==> src/rtl/bscan_pkg.sv <==
// Package: shared encodings for the bit-scan unit.
// Assumes: the operand width is a power of two.
package bscan_pkg;

    // Scan selector encoding, as driven on the scan_op port.
    typedef enum logic {
        SCAN_COUNT = 1'b0,
        SCAN_LEAD  = 1'b1
    } scan_op_e;

endpackage

==> src/rtl/bscan_popcount.sv <==
// Module: counts the set bits of a word.
// Assumes: CNTW is wide enough to hold WIDTH.
module bscan_popcount #(
    parameter int WIDTH = 32,
    parameter int CNTW  = $clog2(WIDTH + 1)
) (
    input  logic [WIDTH-1:0] word,
    output logic [CNTW-1:0]  count
);

    // Add every bit into a running total.
    always_comb begin
        count = '0;
        for (int i = 0; i < WIDTH; i++) begin
            count = count + CNTW'(word[i]);
        end
    end

endmodule

==> src/rtl/bscan_sign_fold.sv <==
// Module: in signed mode, XORs each bit with the sign bit. The highest set bit
// of the output is then the highest bit that differs from the sign. The output
// MSB is always 0 in signed mode. Otherwise the word passes through unchanged.
// Assumes: WIDTH >= 2.
module bscan_sign_fold #(
    parameter int WIDTH = 32
) (
    input  logic [WIDTH-1:0] word,
    input  logic             sign_en,
    output logic [WIDTH-1:0] folded
);

    localparam int TOP = WIDTH - 1;

    genvar g;
    generate
        for (g = 0; g < WIDTH; g++) begin : g_bit
            // Flip this bit against the sign when signed mode is on.
            assign folded[g] = word[g] ^ (sign_en & word[TOP]);
        end
    endgenerate

endmodule

==> src/rtl/bscan_msb_find.sv <==
// Module: finds the index of the highest set bit of a word.
// Assumes: when found is 0, idx carries no meaning (it is driven to 0).
module bscan_msb_find #(
    parameter int WIDTH = 32,
    parameter int IDXW  = $clog2(WIDTH)
) (
    input  logic [WIDTH-1:0] word,
    output logic             found,
    output logic [IDXW-1:0]  idx
);

    // Scan from the LSB upward; the last set bit seen wins.
    always_comb begin
        found = 1'b0;
        idx   = '0;
        for (int i = 0; i < WIDTH; i++) begin
            if (word[i]) begin
                found = 1'b1;
                idx   = i[IDXW-1:0];
            end
        end
    end

endmodule

==> src/rtl/bscan_unit.sv <==
// Module: combinational bit-scan unit (top). It provides the set-bit count and
// a leading-one scan with signed and distance modifiers.
// Assumes: WIDTH is a power of two, so XOR with WIDTH-1 equals (WIDTH-1)-idx.
// No state is held, so no clock or reset is present.
module bscan_unit #(
    parameter int WIDTH = 32
) (
    input  logic [WIDTH-1:0] opnd,
    input  logic             scan_op,
    input  logic             inv_en,
    input  logic             sign_en,
    input  logic             dist_en,
    output logic [WIDTH-1:0] result
);
    import bscan_pkg::*;

    localparam int IDXW = $clog2(WIDTH);
    localparam int CNTW = $clog2(WIDTH + 1);
    localparam logic [IDXW-1:0] IDX_TOP = IDXW'(WIDTH - 1);

    logic [WIDTH-1:0] eff_word;
    logic [WIDTH-1:0] fold_word;
    logic [CNTW-1:0]  bit_count;
    logic             lead_found;
    logic [IDXW-1:0]  lead_idx;
    logic [IDXW-1:0]  lead_out;
    scan_op_e         op_sel;

    // Apply the optional complement ahead of both scans.
    assign eff_word = inv_en ? ~opnd : opnd;
    assign op_sel   = scan_op_e'(scan_op);

    bscan_popcount #(.WIDTH(WIDTH), .CNTW(CNTW)) u_count (
        .word  (eff_word),
        .count (bit_count)
    );

    bscan_sign_fold #(.WIDTH(WIDTH)) u_fold (
        .word    (eff_word),
        .sign_en (sign_en),
        .folded  (fold_word)
    );

    bscan_msb_find #(.WIDTH(WIDTH), .IDXW(IDXW)) u_find (
        .word  (fold_word),
        .found (lead_found),
        .idx   (lead_idx)
    );

    // Fold the found index into a distance from the top when requested.
    assign lead_out = dist_en ? (lead_idx ^ IDX_TOP) : lead_idx;

    // Select the result; an empty scan yields the all-ones no-result value.
    always_comb begin
        if (op_sel == SCAN_COUNT) begin
            result = WIDTH'(bit_count);
        end else if (!lead_found) begin
            result = '1;
        end else begin
            result = WIDTH'(lead_out);
        end
    end

endmodule

==> config.mk <==
export PLATFORM = sky130hd
export DESIGN_NAME = bscan_unit
export DESIGN_NICKNAME = d
export VERILOG_FILES = /design/src/rtl/bscan_pkg.sv /design/src/rtl/bscan_popcount.sv /design/src/rtl/bscan_sign_fold.sv /design/src/rtl/bscan_msb_find.sv /design/src/rtl/bscan_unit.sv
export SDC_FILE = /design/constraint.sdc
export NUM_CORES = 1
export LEC_CHECK = 0
export ABC_CLOCK_PERIOD_IN_PS = 10900
export BUFFER_PORTS_ARGS = -buffer_cell sky130_fd_sc_hd__buf_2
export CORE_MARGIN = 2
export CORE_UTILIZATION = 42
export DETAILED_ROUTE_END_ITERATION = 10
export PLACE_DENSITY = 0.64
export SYNTH_ARGS = -nofsm -noshare
export SYNTH_HDL_FRONTEND = slang
export SYNTH_SLANG_ARGS = --single-unit
==> constraint.sdc <==
create_clock -name vclk -period 10.9
set_input_delay 1.09 -clock vclk [all_inputs]
set_output_delay 1.09 -clock vclk [all_outputs]
set_load 0.02 [all_outputs]
==> flow_summary.toml <==
[grt]
antenna_found_initial = 0
grt_pass1_wl_um = 10300
grt-busiest-layer = "met2"
grt_max_degree = 42
use_met2 = 0.3438
grt_pass1_vias = 2169
track_usage = 0.1946
use_met3 = 0.01444
grt_overflow = 0
use_met1 = 0.2678

[yosys]
yosysSeqAreaShare = 0
yosys-top-cells-area = "fa_1 (19%), xor2_1 (9.9%), buf_4 (8.5%)"
syn-num-nets = 390
syn-instance-count = 322
netlist.top_cell.by_area = "fa_1"
netlist_area_um2 = 2482
yosysTopAreaCellShare = 0.1935
avgSynthCellArea_um2 = 7.709
synth_warnings = 0
synth_cell_types = 59

[worst_setup_path]
crit_slowest_cell = "fa_1"
cp_num_buf_inv = 7
crit_chain = "buf_2, buf_4, xor2_1, ha_1, inv_1, fa_1, fa_1, inv_1, fa_1, fa_1, fa_1, fa_1, inv_1, fa_1, inv_1, fa_1, a21o_1, a21oi_1, xor2_1, a22oi_1, buf_2"
crit_type = "in -> out"
critPathTopFamily = "adder cells"
crit_top_cell = "fa_1"
crit_arrival_ns = 6.76
slowest_delay_ns = 0.55
end_kind = "output pin"
crit_required_ns = 9.81
critical_path.max_fanout = 41
worst_setup_path_start_kind = "input port"

[cells_and_area]
drive_above_1_share = 0.2274
area_growth_pct = 5.494
nets = 413
fin_area_um2 = 2619
regArea_um2 = 0
antennaDiodeCount = 0
seq_cell_count = 0
n_clock_buffer = 0

[clock_tree]
post_cts_buffers = 0
cts_resized = 0
postCtsHoldBufs = 0

[timing]
fin_crit_sh = 0.7199
rsz0062_at_grt = "no"
final-setup-viol-count = 0
max_freq_mhz = 127.4
min_period_ns = 7.847
timing.final.ws_setup_ns = 3.053
setup_tns_ns = 0
tightest_slew_ns = 0.9531
hold_slack_ns = 2.610
hold_viol = 0
maxSlewHeadroom = 0.3611
slew_viol_final = 0

[die]
initial_utilization = 0.4269
core_um2 = 5816
row_count = 28
die_y_um = 80.88
io_pins = 68
die_w_um = 80.88
dieArea_um2 = 6542

[place]
dpl.hpwl_um = 5056
post-place-ws_ns = 3.037
place.port_buffers = 68
gp_congestion = 0.8461
dpl_cell_area_um2 = 2619

[power]
finalPower_uw = 878.6
power.density_nw_per_um2 = 335.5
vdd_drop_max_mv = 0.3329
power.leakage_uw = 0.001187

[run_status]
status = "finished clean"

[routing]
drt_iter0_drc = 160
drc = 0
final_antenna_net_count = 0
wire_per_inst_um = 14.84
drtPass1Iterations = 4
num_vias = 2318
wirelength_um = 6205
routed_via_density = 5.545

[job]
cap_violations = 0

[worst_hold_path]
hp-class = "in -> out"
-- cell type report --
type / instances / area [um2]
tap: 75 / 93.84
multi-input combinational: 253 / 2098
timing repair buffer: 69 / 347.8
inverter: 21 / 78.83
fill: 603 / 3197
-- worst paths after layout --
check	from	end	slack, ns	cells past startpoint
worst max-delay path	inv_en	result[4]	3.05	21
worst min-delay path	scan_op	result[1]	2.61	4
-- power by group --
part           internal, uW  total [uW]  switching, uW
combinational           406         879            472
sequential                0           0              0
clock                     0           0              0
total                   406         879            472
-- cell usage in the layout, fill, tap and decap left out, drive strengths merged, types with 4 or more instances in the layout --
cell / count
o21ai: 9
and3: 7
a31oi: 6
ha: 8
a21oi: 12
buf: 69
nor3: 15
nand2: 18
o31ai: 4
inv: 20
xnor2: 13
nand3: 7
nand2b: 7
nor4: 6
nor2: 14
or4: 7
or3: 4
a21o: 4
xor2: 28
mux2i: 6
nand4: 4
nor2b: 10
fa: 24
-- per-stage QoR --
stage | util | std cells
3_5_place_dp | 0.4503 | 418
4_1_cts | 0.4503 | 418
3_3_place_gp | 0.4503 | 418
6_report | 0.4503 | 418
5_1_grt | 0.4503 | 418
2_1_floorplan | - | 322
-- logic make-up (layout without fill, tap and decap cells) --
| family | Yosys count | in the layout | synth area share |
|---|---|---|---|
| compound gates | 67 | 67 | 0.1946 |
| xor+xnor | 41 | 41 | 0.1447 |
| fa+ha+maj | 32 | 32 | 0.2339 |
| buf+inv | 69 | 90 | 0.1567 |
| mux | 7 | 7 | 0.03024 |
| simple gates | 106 | 106 | 0.2399 |
-- worst min-delay path, cell delays in order --
cell    delay [ns]
buf_2         0.12
nor2_1        0.06
nor2_1        0.09
buf_2         0.16
-- cell usage after synthesis, drive strengths merged, types with 4 or more instances --
| cell type | count |
|---|---|
| buf | 40 |
| xor2 | 28 |
| fa | 24 |
| inv | 20 |
| nand2 | 18 |
| nor3 | 15 |
| nor2 | 14 |
| xnor2 | 13 |
| a21oi | 12 |
| nor2b | 10 |
| o21ai | 9 |
| clkbuf | 8 |
| ha | 8 |
| and3 | 7 |
| nand2b | 7 |
| nand3 | 7 |
| or4 | 7 |
| a31oi | 6 |
| mux2i | 6 |
| nor4 | 6 |
| a21o | 4 |
| nand4 | 4 |
| o31ai | 4 |
| or3 | 4 |
-- layer usage --
metal,vias to the layer above,part of all wire
li1,1167,-
met1,1079,0.46
met2,66,0.49
met3,6,0.045
met4,0,0.0089
met5,-,0
Power figures use the tool's default switching activity.
